### config.mk
export PLATFORM = sky130hd
export DESIGN_NAME = i2c_regbank_slave
export DESIGN_NICKNAME = d
export VERILOG_FILES = /design/src/rtl/i2c_rb_pkg.sv /design/src/rtl/i2c_rb_sync.sv /design/src/rtl/i2c_rb_regfile.sv /design/src/rtl/i2c_rb_proto.sv /design/src/rtl/i2c_regbank_slave.sv
export SDC_FILE = /design/constraint.sdc
export NUM_CORES = 1
export LEC_CHECK = 0
export BUFFER_PORTS_ARGS = -buffer_cell sky130_fd_sc_hd__buf_2
export CAP_MARGIN = 20
export CORE_UTILIZATION = 42
export DETAILED_ROUTE_END_ITERATION = 8
export GPL_ROUTABILITY_DRIVEN = 0
export PLACE_DENSITY = 0.65
export SLEW_MARGIN = 10
export SYNTH_ARGS = -nofsm -noshare
export SYNTH_HDL_FRONTEND = slang
export SYNTH_SLANG_ARGS = --single-unit
### constraint.sdc
create_clock -name clk -period 2.9 [get_ports clk]
set_clock_uncertainty 0.1 [all_clocks]
set_input_delay 0.58 -clock clk [delete_from_list [all_inputs] [get_ports clk]]
set_output_delay 0.58 -clock clk [all_outputs]
set_load 0.1 [all_outputs]
### src/rtl/i2c_rb_pkg.sv
package i2c_rb_pkg;
   typedef enum logic [2:0] {
      ST_IDLE,
      ST_ADDR,
      ST_AACK,
      ST_RX,
      ST_RACK,
      ST_TX,
      ST_TACK,
      ST_WAIT
   } rb_state_e;
   localparam int BYTE_W = 8;
endpackage

### src/rtl/i2c_rb_sync.sv
module i2c_rb_sync #(
   parameter int STAGES = 2
) (
   input  logic clk,
   input  logic rst_n,
   input  logic scl_raw,
   input  logic sda_raw,
   output logic scl_lvl,
   output logic sda_lvl,
   output logic scl_rise,
   output logic scl_fall,
   output logic start_evt,
   output logic stop_evt
);
   localparam int LW = 2;

   if (STAGES < 2) begin : g_bad_stages
      $error("i2c_rb_sync: STAGES must be at least 2");
   end

   logic [LW-1:0] chain [STAGES];
   logic [LW-1:0] prev_q;

   always_ff @(posedge clk or negedge rst_n) begin
      if (!rst_n) chain[0] <= '1;
      else        chain[0] <= {scl_raw, sda_raw};
   end

   for (genvar k = 1; k < STAGES; k++) begin : g_stage
      always_ff @(posedge clk or negedge rst_n) begin
         if (!rst_n) chain[k] <= '1;
         else        chain[k] <= chain[k-1];
      end
   end

   always_ff @(posedge clk or negedge rst_n) begin
      if (!rst_n) prev_q <= '1;
      else        prev_q <= chain[STAGES-1];
   end

   assign scl_lvl   = chain[STAGES-1][1];
   assign sda_lvl   = chain[STAGES-1][0];
   assign scl_rise  = scl_lvl & ~prev_q[1];
   assign scl_fall  = ~scl_lvl & prev_q[1];
   assign start_evt = scl_lvl & prev_q[1] & prev_q[0] & ~sda_lvl;
   assign stop_evt  = scl_lvl & prev_q[1] & ~prev_q[0] & sda_lvl;

   AST_EVT_EXCLUSIVE: assert property (@(posedge clk) disable iff (!rst_n)
      !(start_evt && stop_evt));
endmodule

### src/rtl/i2c_rb_regfile.sv
module i2c_rb_regfile #(
   parameter int NREG = 8,
   parameter int PW   = 8
) (
   input  logic              clk,
   input  logic              rst_n,
   input  logic              wr_en,
   input  logic [PW-1:0]     wr_addr,
   input  logic [7:0]        wr_data,
   input  logic [PW-1:0]     rd_addr,
   output logic [7:0]        rd_data,
   output logic [NREG*8-1:0] cfg_q
);
   localparam int IW = (NREG > 1) ? $clog2(NREG) : 1;

   if (NREG < 2 || NREG > (1 << PW)) begin : g_bad_nreg
      $error("i2c_rb_regfile: NREG must lie in 2 .. 2**PW");
   end

   logic [7:0] regs [NREG];

   for (genvar g = 0; g < NREG; g++) begin : g_reg
      always_ff @(posedge clk or negedge rst_n) begin
         if (!rst_n)                              regs[g] <= '0;
         else if (wr_en && wr_addr == PW'(g))     regs[g] <= wr_data;
      end
      assign cfg_q[g*8 +: 8] = regs[g];
   end

   always_comb begin
      if (int'(rd_addr) < NREG) rd_data = regs[rd_addr[IW-1:0]];
      else                      rd_data = '0;
   end

   AST_WR_LANDS: assert property (@(posedge clk) disable iff (!rst_n)
      (wr_en && int'(wr_addr) < NREG) |=> (cfg_q[$past(wr_addr[IW-1:0])*8 +: 8] == $past(wr_data)));
   AST_OOR_READ_ZERO: assert property (@(posedge clk) disable iff (!rst_n)
      (int'(rd_addr) >= NREG) |-> (rd_data == 8'h00));
endmodule

### src/rtl/i2c_rb_proto.sv
module i2c_rb_proto
   import i2c_rb_pkg::*;
#(
   parameter int PW = 8
) (
   input  logic          clk,
   input  logic          rst_n,
   input  logic [6:0]    my_addr,
   input  logic          scl_lvl,
   input  logic          sda_lvl,
   input  logic          scl_rise,
   input  logic          scl_fall,
   input  logic          start_evt,
   input  logic          stop_evt,
   input  logic [7:0]    rd_data,
   output logic [PW-1:0] ptr_o,
   output logic          wr_en,
   output logic [PW-1:0] wr_addr,
   output logic [7:0]    wr_data,
   output logic          sda_oe
);
   rb_state_e     st;
   logic [7:0]    sh;
   logic [2:0]    cnt;
   logic          got;
   logic          rw_q;
   logic          ptr_phase;
   logic          mack;
   logic [PW-1:0] ptr;

   assign ptr_o = ptr;

   always_ff @(posedge clk or negedge rst_n) begin
      if (!rst_n) begin
         st        <= ST_IDLE;
         sh        <= '0;
         cnt       <= '0;
         got       <= 1'b0;
         rw_q      <= 1'b0;
         ptr_phase <= 1'b0;
         mack      <= 1'b0;
         ptr       <= '0;
         wr_en     <= 1'b0;
         wr_addr   <= '0;
         wr_data   <= '0;
         sda_oe    <= 1'b0;
      end else begin
         wr_en <= 1'b0;
         if (stop_evt) begin
            st     <= ST_IDLE;
            sda_oe <= 1'b0;
         end else if (start_evt) begin
            st     <= ST_ADDR;
            cnt    <= '0;
            got    <= 1'b0;
            sda_oe <= 1'b0;
         end else begin
            unique case (st)
               ST_ADDR, ST_RX: begin
                  if (scl_rise) begin
                     sh  <= {sh[6:0], sda_lvl};
                     cnt <= 3'(cnt + 3'd1);
                     if (cnt == 3'd7) got <= 1'b1;
                  end else if (scl_fall && got) begin
                     got <= 1'b0;
                     if (st == ST_ADDR) begin
                        if (sh[7:1] == my_addr) begin
                           rw_q   <= sh[0];
                           sda_oe <= 1'b1;
                           st     <= ST_AACK;
                        end else begin
                           st <= ST_WAIT;
                        end
                     end else begin
                        sda_oe <= 1'b1;
                        st     <= ST_RACK;
                        if (ptr_phase) begin
                           ptr       <= PW'(sh);
                           ptr_phase <= 1'b0;
                        end else begin
                           wr_en   <= 1'b1;
                           wr_addr <= ptr;
                           wr_data <= sh;
                           ptr     <= PW'(ptr + 1'b1);
                        end
                     end
                  end
               end
               ST_AACK: begin
                  if (scl_fall) begin
                     cnt <= '0;
                     if (rw_q) begin
                        sh     <= rd_data;
                        sda_oe <= ~rd_data[7];
                        st     <= ST_TX;
                     end else begin
                        sda_oe    <= 1'b0;
                        ptr_phase <= 1'b1;
                        st        <= ST_RX;
                     end
                  end
               end
               ST_RACK: begin
                  if (scl_fall) begin
                     sda_oe <= 1'b0;
                     cnt    <= '0;
                     st     <= ST_RX;
                  end
               end
               ST_TX: begin
                  if (scl_fall) begin
                     if (cnt == 3'd7) begin
                        sda_oe <= 1'b0;
                        ptr    <= PW'(ptr + 1'b1);
                        st     <= ST_TACK;
                     end else begin
                        cnt    <= 3'(cnt + 3'd1);
                        sh     <= {sh[6:0], 1'b0};
                        sda_oe <= ~sh[6];
                     end
                  end
               end
               ST_TACK: begin
                  if (scl_rise) begin
                     mack <= ~sda_lvl;
                  end else if (scl_fall) begin
                     cnt <= '0;
                     if (mack) begin
                        sh     <= rd_data;
                        sda_oe <= ~rd_data[7];
                        st     <= ST_TX;
                     end else begin
                        sda_oe <= 1'b0;
                        st     <= ST_WAIT;
                     end
                  end
               end
               default: ;
            endcase
         end
      end
   end

   AST_STOP_RELEASE: assert property (@(posedge clk) disable iff (!rst_n)
      stop_evt |=> !sda_oe);
   AST_MISS_SILENT: assert property (@(posedge clk) disable iff (!rst_n)
      (st == ST_WAIT) |-> !sda_oe);
   AST_PTR_STEP: assert property (@(posedge clk) disable iff (!rst_n)
      wr_en |-> (ptr == PW'(wr_addr + 1'b1)));
   AST_OE_SCL_LOW: assert property (@(posedge clk) disable iff (!rst_n)
      (sda_oe != $past(sda_oe)) |-> !scl_lvl);
   AST_NO_WR_ON_READ: assert property (@(posedge clk) disable iff (!rst_n)
      wr_en |-> !rw_q);
endmodule

### src/rtl/i2c_regbank_slave.sv
module i2c_regbank_slave #(
   parameter int         NREG        = 8,
   parameter int         PW          = 8,
   parameter int         SYNC_STAGES = 2,
   parameter int         STRAP_W     = 2,
   parameter logic [6:0] ADDR_BASE   = 7'b1001100
) (
   input  logic               clk,
   input  logic               rst_n,
   input  logic [STRAP_W-1:0] strap_i,
   input  logic               scl_i,
   input  logic               sda_i,
   output logic               sda_oe_o,
   output logic [NREG*8-1:0]  cfg_q_o
);
   localparam int FIX_W = 7 - STRAP_W;

   if (STRAP_W < 0 || STRAP_W > 7) begin : g_bad_strap
      $error("i2c_regbank_slave: STRAP_W must lie in 0 .. 7");
   end
   if (PW < 8) begin : g_bad_pw
      $error("i2c_regbank_slave: PW must be at least 8");
   end

   logic [STRAP_W-1:0] strap_q;
   logic [6:0]         my_addr;

   always_ff @(posedge clk) begin
      if (!rst_n) strap_q <= strap_i;
   end

   if (STRAP_W == 0) begin : g_fixed_addr
      assign my_addr = ADDR_BASE;
   end else begin : g_strap_addr
      assign my_addr = {ADDR_BASE[6 -: FIX_W], strap_q};
   end

   logic          scl_lvl, sda_lvl, scl_rise, scl_fall, start_evt, stop_evt;
   logic [7:0]    rd_data;
   logic [PW-1:0] ptr;
   logic          wr_en;
   logic [PW-1:0] wr_addr;
   logic [7:0]    wr_data;

   i2c_rb_sync #(.STAGES(SYNC_STAGES)) sync_i (
      .clk      (clk),
      .rst_n    (rst_n),
      .scl_raw  (scl_i),
      .sda_raw  (sda_i),
      .scl_lvl  (scl_lvl),
      .sda_lvl  (sda_lvl),
      .scl_rise (scl_rise),
      .scl_fall (scl_fall),
      .start_evt(start_evt),
      .stop_evt (stop_evt)
   );

   i2c_rb_proto #(.PW(PW)) proto_i (
      .clk      (clk),
      .rst_n    (rst_n),
      .my_addr  (my_addr),
      .scl_lvl  (scl_lvl),
      .sda_lvl  (sda_lvl),
      .scl_rise (scl_rise),
      .scl_fall (scl_fall),
      .start_evt(start_evt),
      .stop_evt (stop_evt),
      .rd_data  (rd_data),
      .ptr_o    (ptr),
      .wr_en    (wr_en),
      .wr_addr  (wr_addr),
      .wr_data  (wr_data),
      .sda_oe   (sda_oe_o)
   );

   i2c_rb_regfile #(.NREG(NREG), .PW(PW)) regs_i (
      .clk    (clk),
      .rst_n  (rst_n),
      .wr_en  (wr_en),
      .wr_addr(wr_addr),
      .wr_data(wr_data),
      .rd_addr(ptr),
      .rd_data(rd_data),
      .cfg_q  (cfg_q_o)
   );

   AST_STRAP_HELD: assert property (@(posedge clk) disable iff (!rst_n)
      rst_n |=> $stable(strap_q));
endmodule

Word level (Yosys, flattened, before mapping)
Index checks and enable logic that the tools add are counted.
{ "totals": {"reg_bits": 116, "in_bits": 6, "out_inout_bits": 65, "word_cells": 193} }
{ "classes": {"add_sub_neg": 2, "n_lt_le_gt_ge": 2, "n_eq_ne": 42, "n_mux": 75, "bitwise": 19, "reduce_logical": 29} }
{ "op_table": {"columns": ["op", "n"], "rows": [
  ["8-bit 2-to-1 mux", 17],
  ["3-bit 2-to-1 mux", 19],
  ["8-bit by 3-bit equality test with 1-bit output (second input constant)", 4],
  ["8-bit case mux with 4 select lines", 1],
  ["1-bit 2-to-1 mux", 31],
  ["8-bit binary-select mux with 3-bit select", 1],
  ["4-bit by 1-bit != test with 1-bit output (second input constant)", 6],
  ["9-bit AND reduction", 2],
  ["8-bit by 2-bit equality test with 1-bit output (second input constant)", 2],
  ["2-bit by 1-bit != test with 1-bit output (second input constant)", 8],
  ["8-bit case mux with 2 select lines", 1],
  ["8-bit AND reduction", 2],
  ["3-bit case mux with 5 select lines", 1],
  ["7-bit AND reduction", 2],
  ["3-bit equality test (second input constant)", 4],
  ["3-bit case mux with 4 select lines", 1],
  ["1-bit inverter", 11],
  ["11-bit AND reduction", 1],
  ["2-bit != test (second input constant)", 5],
  ["1-bit logical AND", 9],
  ["8-bit by 1-bit adder with 8-bit output (second input constant)", 1],
  ["8-bit by 1-bit equality test with 1-bit output (second input constant)", 1],
  ["8-bit zero test", 1],
  ["8-bit by 4-bit less-than comparator with 1-bit output (second input constant)", 1],
  ["other kinds (23)", 37]
]} }

Depth between registers and ports, before layout
Gate-level depths: netlist of the first run.
{ "logic_depth": {"depth_word": 12, "depth_mapped": 8} }

By module
A second synthesis of the first run with hierarchy kept.
{ "unflattened": {"hier_cells": 487, "hier_area_um2": 5851.9} }
{ "modules_own_cells": {"columns": ["module", "n_inst", "cells_per_inst", "area_each_um2", "seq_area_each_um2"], "rows": [
  ["i2c_rb_regfile", 1, 217, 3090.5, 1601.5],
  ["i2c_rb_proto", 1, 255, 2499.9, 1101.1],
  ["i2c_rb_sync", 1, 10, 190.2, 157.7],
  ["i2c_regbank_slave", 1, 5, 71.3, 60.1]
]} }

Worst setup path after synthesis of the first run
Ideal clock, no wire load.
{ "synth_timing": {"kind": "flip-flop to flip-flop", "start": "register regs_i.regs, in the netlist regs_i.cfg_q[56]", "end": "register proto_i.sh[0]", "setup_time_ns": 0.125, "arrival_time_ns": 2.011, "t_required_ns": 2.675, "slack_ns": 0.664, "stages_incl_launch_ff": 5, "synth_period_minus_slack_ns": 2.236, "cell_sequence": "dfrtp_1 -> mux4_2 -> mux2_2 -> a32o_1 -> mux2_2"} }
{ "synth_via": {"elab_chain_len": 8, "word_cells_on_any_way": 10} }
{ "synth_lines": {"columns": ["item", "line", "text"], "rows": [
  ["from (decl)", "i2c_rb_regfile.sv:20", "logic [7:0] regs [NREG];"],
  ["from (signal, indexed assignment)", "i2c_rb_regfile.sv:25", "else if (wr_en && wr_addr == PW'(g)) regs[g] <= wr_data;"],
  ["8-bit binary-select mux with 3-bit select (*)", "i2c_rb_regfile.sv:31", "if (int'(rd_addr) < NREG) rd_data = regs[rd_addr[IW-1:0]];"],
  ["8-bit 2-to-1 mux (not written as such) (*) (2 in series)", "i2c_rb_regfile.sv:31", null],
  ["8-bit 2-to-1 mux (*)", "i2c_rb_regfile.sv:31", null],
  ["8-bit 2-to-1 mux", "i2c_rb_proto.sv:128", "if (mack) begin"],
  ["8-bit 2-to-1 mux", "i2c_rb_proto.sv:126", "end else if (scl_fall) begin"],
  ["8-bit 2-to-1 mux", "i2c_rb_proto.sv:124", "if (scl_rise) begin"],
  ["8-bit case mux with 4 select lines (*)", "i2c_rb_proto.sv:58", "unique case (st)"],
  ["to (signal assigned)", "i2c_rb_proto.sv:61", "sh <= {sh[6:0], sda_lvl};"],
  ["to (signal assigned)", "i2c_rb_proto.sv:118", "sh <= {sh[6:0], 1'b0};"],
  ["to (signal assigned)", "i2c_rb_proto.sv:129", "sh <= rd_data;"],
  ["to (decl)", "i2c_rb_proto.sv:23", "logic [7:0] sh;"]
]} }
Mark *: on every way between the ends. The rest lies on a longest branch, timed or not. The select of a mux whose other input is x is not followed.
A chain may end at the register's enable or synchronous reset.

Final worst setup path of the first run
{ "layout_timing": {"start": "register proto_i.ptr[1], in the netlist proto_i.ptr_o[1]", "end": "register proto_i.sh[5]"} }
{ "layout_via": {"elab_chain_len": 9, "word_cells_on_any_way": 12} }
{ "layout_lines": {"columns": ["item", "line", "text"], "rows": [
  ["from (decl)", "i2c_rb_proto.sv:29", "logic [PW-1:0] ptr;"],
  ["from (signal assigned)", "i2c_rb_proto.sv:78", "ptr <= PW'(sh);"],
  ["from (signal assigned)", "i2c_rb_proto.sv:84", "ptr <= PW'(ptr + 1'b1);"],
  ["from (signal assigned)", "i2c_rb_proto.sv:114", "ptr <= PW'(ptr + 1'b1);"],
  ["3-bit inverter with 4-bit output (not written as such)", "i2c_rb_regfile.sv:31", null],
  ["8-bit binary-select mux with 3-bit select", "i2c_rb_regfile.sv:31", null],
  ["8-bit 2-to-1 mux (not written as such) (2 in series)", "i2c_rb_regfile.sv:31", null],
  ["8-bit 2-to-1 mux (*)", "i2c_rb_regfile.sv:31", null],
  ["8-bit 2-to-1 mux", "i2c_rb_proto.sv:128", null],
  ["8-bit 2-to-1 mux", "i2c_rb_proto.sv:126", null],
  ["8-bit 2-to-1 mux", "i2c_rb_proto.sv:124", null],
  ["8-bit case mux with 4 select lines (*)", "i2c_rb_proto.sv:58", null]
]} }
Marked as above.

==> flow_summary.toml, run 1 <==
[detailed_routing]
remaining_drc_errors = 0
dr.first_iter.drc_count = 252
drt_wl_total_um = 12900
via_per_inst = 5.58
wl_per_cell_um = 19.2
first_pass_iters = 4
dr_total_vias = 3750
drtAntennaViolNets = 0

[sta]
report.final.slew_viol_count = 0
hold_ws_ns = 0.169
timing.final.ws_setup_ns = 0.519
min_period_ns = 2.38
tns_ns = 0
relSlewSlack_pct = 33.5
setup_viol = 0
worst_pin_slew_ns = 0.997
rsz0062_at_grt = "false"
fmax_mhz = 420
fin_crit_sh_pct = 82.1
timing.final.hold_violations = 0

[finish]
final_cell_mix = "108 x dfrtp_1, 69 x buf_2, 49 x mux2_2"
drive_gt1_share_pct = 37.0
diodes = 0
final_common_cell = "dfrtp_1"
fillers = 1110
final_nets = 496
area_growth_pct = 20.9

[setup_path]
path_class = "register to register"
worstPathArrival_ns = 2.58
crit_fanout = 22
crit_path_end_kind = "register"
crit_slowest_cell = "dfrtp_1"
max_stage_delay_ns = 0.99
cp-start-kind = "register"
cp_data_required_time_ns = 3.10
path_common_cell = "mux2_2"
crit_chain = "mux4_2, mux2_2, a22o_1, mux2_2"

[clocking]
clock_latency_ns = 0.41
ctsResizeCount = 0
cts.clk_slew.worst_paths_ns = 0.05
htreeDepth = 4
postCtsHoldBufs = 1
postCtsSetupRepairBufs = 0
clk_path_buf_depth = 2
tritoncts = "yes"
cts_sinks = 116
cts-buffers-inserted = 17
cts_root_buf = "clkbuf_16"

[synth]
ys_warn_count = 0
yosysSeqAreaShare_pct = 53.0
synth.distinct_cells = 50
ys_ff_latch = 116
synth_nets = 419
syn_area_um2 = 5510
synthArstFlopShare_pct = 98.3
synth-edff-count = 2
yosys_most_used_dff = "dfrtp_1"
synth_cells = 410
avgSynthCellArea_um2 = 13.4

[die]
die_area_um2 = 13600
num_io_pins = 71
core-area_um2 = 12700
die_w_um = 117
rows = 41
die_y_um = 117
start_util_pct = 43.3

[pwr]
p_per_area_nw_per_um2 = 675
power.leakage_nw = 3.32
ir_drop_mv = 0.357

[global_route]
grt_pass1_vias = 3802
antenna_found_initial = 0
grt_usage_pct = 20.9
grt_max_degree = 104
grt_overflow = 0
grt_pass1_wl_um = 20700

[place]
pre_cts_ws_ns = 0.548
dpl.hpwl_um = 8430
port-buffer-count = 70

[job]
cap_violations = 0

[outcome]
status = "completed"

[hold_path]
hold_class = "input pin to register"
==> sequential cells by signal (all words and copies together) (netlist names) <==
signal and count:
sync_i.chain 2, proto_i.wr_data 8, proto_i.ptr_o 8, proto_i.st 3, proto_i.wr_addr 8, sync_i.sda_lvl 1
proto_i.rw_q 1, proto_i.cnt 3, proto_i.wr_en 1, proto_i.ptr_phase 1, sync_i.prev_q 2, strap_q 2
sync_i.scl_lvl 1, proto_i.sh 8, regs_i.cfg_q 64, proto_i.mack 1, proto_i.got 1, proto_i.sda_oe 1
==> worst max-delay path, delay by kind of cell, from the launching register on <==
family             cells  cell delay (ns)
DFF                    1             0.99
muxes                  3             0.96
AOI/OAI and AO/OA      1             0.21
==> final timing paths <==
path / startpoint / end / slack, ns / cells after the start
setup reg to reg: proto_i.ptr_o[1] / proto_i.sh[5] / 0.52 / 4
setup / recovery: proto_i.ptr_o[1] / proto_i.sh[5] / 0.52 / 4
hold reg to reg: sync_i.chain[3] / sync_i.scl_lvl / 0.26 / 0
min in group asynchronous: rst_n / proto_i.st[0] / 0.47 / 2
hold / removal: sda_i / sync_i.chain[2] / 0.17 / 1
max in group asynchronous: rst_n / regs_i.cfg_q[49] / 1.44 / 3
==> power breakdown <==
group / switching [mW] / total, mW / internal (mW)
sequential: 0.149 / 1.85 / 1.70
combinational: 0.332 / 0.566 / 0.234
clock: 0.707 / 2.08 / 1.37
==> layer usage <==
metal	share of wire, %	routed length (µm)	track usage [%]	up-vias
met5	0	0	0	-
met4	0.47	61	6.41	0
li1	-	-	-	1685
met3	3.5	457	5.76	6
met1	48	6170	28.8	1964
met2	48	6200	32.2	95
==> Yosys cell counts (3+ instances only) <==
cell	count	area [µm²]
dfrtp_1	108	2700
mux2_2	49	552
mux2_1	48	541
nand2_1	18	67.6
mux4_2	15	338
nor2_1	15	56.3
clkbuf_1	13	48.8
a21oi_1	9	45.0
mux2i_1	9	90.1
nand2b_1	8	50.1
nand3_1	8	40.0
o22a_1	8	70.1
a22o_1	7	61.3
inv_1	7	26.3
nor2b_1	7	43.8
o21ai_0	7	35.0
dfstp_2	6	158
nand3b_1	6	45.0
o21ai_1	6	30.0
a31oi_1	5	31.3
buf_2	5	25.0
and3_1	4	25.0
ha_1	3	37.5
o211ai_1	3	22.5
o31ai_1	3	22.5
==> cell families after synthesis <==
family	after synthesis	share of synthesized area, %
mux	121	27.6
flops	116	53.0
simple gates	81	8.70
compound gates	59	7.49
buf+inv	28	2.23
fa+ha+maj	3	0.681
xor+xnor	2	0.318
==> final cells by class <==
| class | instances | area (µm²) | area share, % |
|---|---|---|---|
| Clock inverter | 8 | 97.6 | 1.46 |
| Multi-Input combinational cell | 266 | 2470 | 37.0 |
| Tap cell | 172 | 215 | 3.23 |
| Sequential cell | 116 | 2920 | 43.8 |
| Inverter | 7 | 26.3 | 0.394 |
| Timing Repair Buffer | 79 | 435 | 6.53 |
| Clock buffer | 24 | 502 | 7.53 |
==> per-stage QoR <==
| stage | area, µm² | power, mW | util [%] | instances |
|---|---|---|---|---|
| after floorplan | 5510 | 2.28 | - | 410 |
| after global placement | 6050 | 2.42 | 47.6 | 639 |
| after detailed placement | 6050 | 2.44 | 47.6 | 639 |
| after CTS | 6660 | 4.54 | 52.4 | 672 |
| after global routing | 6660 | 4.70 | 52.4 | 672 |
| final | 6660 | 4.50 | 52.4 | 672 |
Note: power is estimated with default switching activity, not from simulation.
==> run 2, diff against run 1 <==
clock period = 2.4 ns   (was 2.9 ns; I/O delays follow)
==> run 2 against run 1 <==
  * Total power grew 19%
  * Hold slack lost 0.10 ns
  * Utilization grew 1.4 points
  * Global-route usage grew 0.52 points
  * Clock power grew 15%
  * Die area is the same
  * Non-clock buffer count grew 23
  * Setup slack lost 0.31 ns
  * Critical path type unchanged
==> flow_summary.toml, run 2 (synthesis gave the netlist of run 1 again) <==
[setup_path]
path_class = "register to register"
r2r-end = "regs_i.cfg_q[10]"
rr_worst_depth = 6
cp_data_required_time_ns = 2.60
rr_startpoint = "proto_i.wr_addr[3]"
cp-start-kind = "register"
r2r_slack_ns = 0.21
worstPathArrival_ns = 2.39
crit_path_end_kind = "register"
crit_fanout = 4

[die]
rows = 41
die_area_um2 = 13600
core-area_um2 = 12700
die_y_um = 117
start_util_pct = 43.3
die_w_um = 117
num_io_pins = 71

[sta]
timing.final.ws_setup_ns = 0.207
timing.final.hold_violations = 0
worst_pin_slew_ns = 0.628
min_period_ns = 2.19
report.final.slew_viol_count = 0
fin_crit_sh_pct = 91.4
relSlewSlack_pct = 58.0
setup_viol = 0
fmax_mhz = 456
rsz0062_at_grt = "false"
tns_ns = 0

[pwr]
pwr-share-comb_pct = 14.5
net-switching-power_mw = 1.55
power.internal_mw = 3.81
p_per_area_nw_per_um2 = 782
clkPwrFrac_pct = 44.6
power_frac_seq_pct = 40.9
ir_drop_mv = 0.419
swShare_pct = 28.9
power.leakage_nw = 3.43

[detailed_routing]
first_pass_iters = 4
dr_total_vias = 3869
wl_per_cell_um = 19.0
remaining_drc_errors = 0
dr.first_iter.drc_count = 212
drtAntennaViolNets = 0
via_per_inst = 5.57
drt_wl_total_um = 13200

[finish]
final_cell_mix = "108 x dfrtp_1, 69 x buf_2, 49 x mux2_2"
final_common_cell = "dfrtp_1"
diodes = 0
stdcell_count = 695
largest_reg_flops = 64
drive_gt1_share_pct = 40.2
area_growth_pct = 24.3
final_nets = 519

[job]
cap_violations = 0

[clocking]
cts.clk_slew.worst_paths_ns = 0.06
tritoncts = "yes"
clock_latency_ns = 0.42
htreeDepth = 4
cts_sinks = 116
cts-buffers-inserted = 17
cts_root_buf = "clkbuf_16"
clk_path_buf_depth = 2
ctsResizeCount = 0

[hold_path]
min_from = "scl_i"
whs_path_depth = 1
hold_class = "input pin to register"
min_to = "sync_i.chain[3]"

[global_route]
grt_max_degree = 105
grt_usage_pct = 21.4
antenna_found_initial = 0
grt_overflow = 0
grt_pass1_vias = 3870
grt_pass1_wl_um = 21400

[place]
dpl.hpwl_um = 8970
port-buffer-count = 70
pre_cts_ws_ns = 0.255
dpl.cell_count = 662

[outcome]
status = "completed"
run 2: cell types whose count changed in the layout (fill, tap and decap cells not counted), sizes merged:
cell | previous run | this run
buf | 78 | 101
clkbuf | 24 | 17
clkinv | 3 | 8
inv | 7 | 9
bufinv | 2 | 1
clkinvlp | 3 | 4
run 2: worst max-delay path: stages (launching register included):
cell and delay [ns]:
dfrtp_1 0.37, nor4_1 0.29, nand3b_1 0.14, nand2b_1 0.28, nor3b_4 0.38, buf_4 0.20, mux2_1 0.32
run 2: worst max-delay path by stage:
stage                             startpoint               end  slack [ns]  cells past startpoint
after floorplan             regs_i.cfg_q[56]     proto_i.sh[0]        0.16                      4
after global placement      proto_i.ptr_o[0]     proto_i.sh[0]        0.31                      5
after detailed placement  proto_i.wr_addr[3]  regs_i.cfg_q[11]        0.26                      6
after CTS                 proto_i.wr_addr[3]  regs_i.cfg_q[10]        0.20                      6
after global routing      proto_i.wr_addr[3]  regs_i.cfg_q[10]        0.10                      6
final                     proto_i.wr_addr[3]  regs_i.cfg_q[10]        0.21                      6
run 2: routing by layer:
metal	up-vias	part of all wire, %	GRT usage (%)
li1	1738	-	-
met1	2018	47	30.5
met2	101	48	32.6
met3	12	4.0	4.41
met4	0	1.0	7.59
met5	-	0	0
run 2: cell type report:
| class | count | area (µm²) |
|---|---|---|
| well taps | 172 | 215 |
| clock buffers | 17 | 425 |
| fillers | 1130 | 5870 |
| clock inverters | 15 | 135 |
| inverters | 7 | 26.3 |
| flip-flops and latches | 116 | 2920 |
| repair buffers | 102 | 658 |
| multi-input cells | 266 | 2470 |
run 2: power groups by stage:
stage	clock [mW]	combinational [mW]	sequential [mW]
floorplan	0	0.539	2.21
global placement	0	0.766	2.22
detailed placement	0	0.781	2.22
CTS	2.43	0.786	2.19
global route	2.52	0.860	2.21
finish	2.39	0.776	2.19
run 2: stage by stage:
stage          hold slack [ns]  instance area (µm²)  power, mW  util, %
2_1_floorplan           0.0844                 5510       2.75        -
3_3_place_gp             0.244                 6280       2.99     49.3
3_5_place_dp             0.241                 6280       3.00     49.3
4_1_cts                 0.0454                 6850       5.41     53.8
5_1_grt                 0.0514                 6850       5.59     53.8
6_report                0.0653                 6850       5.35     53.8
run 2: repair_timing:
action / in CTS / in global routing
endpoints found under the hold margin: 4 / 0
hold buffers: 1 / 0
setup buffers: 0 / 0
==> run 3, diff against run 2 <==
ABC_AREA = 1   (was default)
clock period = 2.43 ns   (was 2.4 ns; I/O delays follow)
==> run 3 against run 2 <==
  * Total power is 33% higher
  * Final cell count up 43%
  * Wire length is 18% higher
  * First-iteration DRC count grew 110%
  * Flip-flop and latch count is the same
  * Synthesized cell count increased by 79%
  * Clock power up 8%
  * Sequential power rose by 8%
  * Die area grew 4.7%
  * Hold slack improved by 0.0070 ns
  * Design area rose by 0.57%
  * Critical path type unchanged
  * Critical endpoint is now proto_i.wr_addr[7]
==> flow_summary.toml, run 3 <==
[outcome]
status = "completed"

[setup_path]
cp_data_required_time_ns = 2.64
crit_fanout = 33
path_class = "register to register"
worstPathArrival_ns = 2.26
critPathBufInv = 2
max_stage_delay_ns = 0.56
crit_chain = "inv_1, nand2_2, nor2_4, inv_1, nand3_2, o21ai_0"
cp-start-kind = "register"
path_common_cell = "inv_1"
critPathTopFamily = "simple AND/OR/NAND/NOR gates"
crit_path_end_kind = "register"
crit_slowest_cell = "dfrtp_1"

[detailed_routing]
first_pass_iters = 6
wl_per_cell_um = 15.6
drt_wl_total_um = 15500
drtAntennaViolNets = 0
remaining_drc_errors = 0
dr_total_vias = 5141
dr.first_iter.drc_count = 445
via_per_inst = 5.18

[die]
num_io_pins = 71
rows = 42
die_area_um2 = 14200
die_y_um = 119
core-area_um2 = 13300
start_util_pct = 43.2
die_w_um = 119

[clocking]
clock_latency_ns = 0.42
clk_path_buf_depth = 2
tritoncts = "yes"
cts_sinks = 116
cts.clk_slew.worst_paths_ns = 0.06
cts_root_buf = "clkbuf_16"
htreeDepth = 4
postCtsSetupRepairBufs = 0
cts-buffers-inserted = 17

[synth]
synth_largest_area_cell = "dfrtp_1"
synth.distinct_cells = 36
synth_cells = 732
ys_warn_count = 0
avgSynthCellArea_um2 = 7.88
synth-edff-count = 2
synth_top_cell_area_share_pct = 46.8
synth.area.top_cells = "dfrtp_1 47%, nand2_1 17%, o21ai_0 8.5%"
synth.most_common_cell = "nand2_1"
yosysSeqAreaShare_pct = 50.6
synthArstFlopShare_pct = 98.3
yosys_most_used_dff = "dfrtp_1"
synth_nets = 741
ys_ff_latch = 116
synth_commonest_cells = "268 x nand2_1, 108 x dfrtp_1, 98 x o21ai_0"
syn_area_um2 = 5770

[sta]
worst_pin_slew_ns = 0.708
relSlewSlack_pct = 52.8
rsz0062_at_grt = "false"
fmax_mhz = 489
min_period_ns = 2.05
setup_viol = 0
timing.final.hold_violations = 0
fin_crit_sh_pct = 84.2
report.final.slew_viol_count = 0
tns_ns = 0

[finish]
drive_gt1_share_pct = 18.0
final_cell_mix = "268 x nand2_1, 108 x dfrtp_1, 98 x o21ai_0"
final_nets = 812
final_common_cell = "nand2_1"
diodes = 0
area_growth_pct = 19.3
largest_reg_flops = 64
fillers = 1300

[pwr]
power.leakage_nw = 3.41
p_per_area_nw_per_um2 = 1030
power.total_mw = 7.11
ir_drop_mv = 0.618

[global_route]
antenna_found_initial = 0
grt_pass1_wl_um = 25400
grt_pass1_vias = 4904
grt_overflow = 0
grt_max_degree = 59
grt_usage_pct = 23.4

[job]
cap_violations = 0

[hold_path]
hold_class = "input pin to register"

[place]
port-buffer-count = 70
dpl.hpwl_um = 11000
==> run 3: cell types whose count changed after synthesis, sizes merged, moves of 8 or more <==
cell / previous run / this run
nand2b: 8 / 0
mux2i: 9 / 0
buf: 8 / 17
inv: 7 / 62
o21ai: 13 / 101
nand3: 8 / 74
o22a: 8 / 0
mux4: 15 / 0
nor2: 16 / 38
mux2: 97 / 0
nand2: 18 / 276
==> run 3: final timing paths <==
| path | start | endpoint | slack, ns | cells past startpoint |
|---|---|---|---|---|
| max | proto_i.st[2] | proto_i.wr_addr[7] | 0.38 | 6 |
| min | scl_i | sync_i.chain[3] | 0.07 | 1 |
| max reg2reg | proto_i.st[2] | proto_i.wr_addr[7] | 0.38 | 6 |
| min reg2reg | sync_i.chain[2] | sync_i.sda_lvl | 0.25 | 0 |
| max in group asynchronous | rst_n | sync_i.prev_q[1] | 0.97 | 3 |
| min in group asynchronous | rst_n | regs_i.cfg_q[12] | 0.50 | 2 |
==> run 3: kinds of logic (layout without fill, tap and decap cells) <==
group                      Yosys count  in the layout  synth area share [%]
DFF                                116            116                  50.6
adders and majority gates            3              3                 0.650
xor gates and xnor gates             5              5                 0.759
buffers and inverters               90            174                  6.81
and+or+nand+nor                    402            402                  31.0
AOI/OAI and AO/OA                  116            116                  10.2
==> run 3: final cells by class <==
cell class	instances	area, µm²	share of cell area, %
clock buffers	22	484	7.03
flip-flops and latches	116	2920	42.4
multi-input cells	526	2460	35.7
repair buffers	78	428	6.21
well taps	176	220	3.20
clock inverters	10	128	1.85
inverters	64	248	3.60
==> run 3: where the power goes <==
group	switching (mW)	internal [mW]	total, mW	leakage (nW)
sequential	0.247	2.12	2.37	1.57
clock	0.860	1.71	2.57	0.305
combinational	1.49	0.678	2.17	1.54
total	2.60	4.51	7.11	3.41
==> run 3: per-stage QoR <==
step	area, µm²	utilization, %	hold WS, ns	setup WS, ns	std cells
after CTS	6890	51.6	0.0585	0.375	992
final	6890	51.6	0.0723	0.385	992
after floorplan	5770	-	0.0904	0.712	732
after detailed placement	6260	46.9	0.248	0.364	959
after global routing	6890	51.6	0.0589	0.159	992
after global placement	6260	46.9	0.246	0.541	959
==> run 3: what timing repair did <==
item | in CTS | in global routing
hold buffers | 1 | 0
hold endpoints to repair | 24 | 0
resized for setup | 0 | 0
==> run 3: per-layer routing <==
metal / GRT usage [%] / wire (µm)
met1: 32.9 / 7120
met2: 34.8 / 7030
met3: 6.03 / 1120
met4: 7.91 / 223
met5: 0 / 0
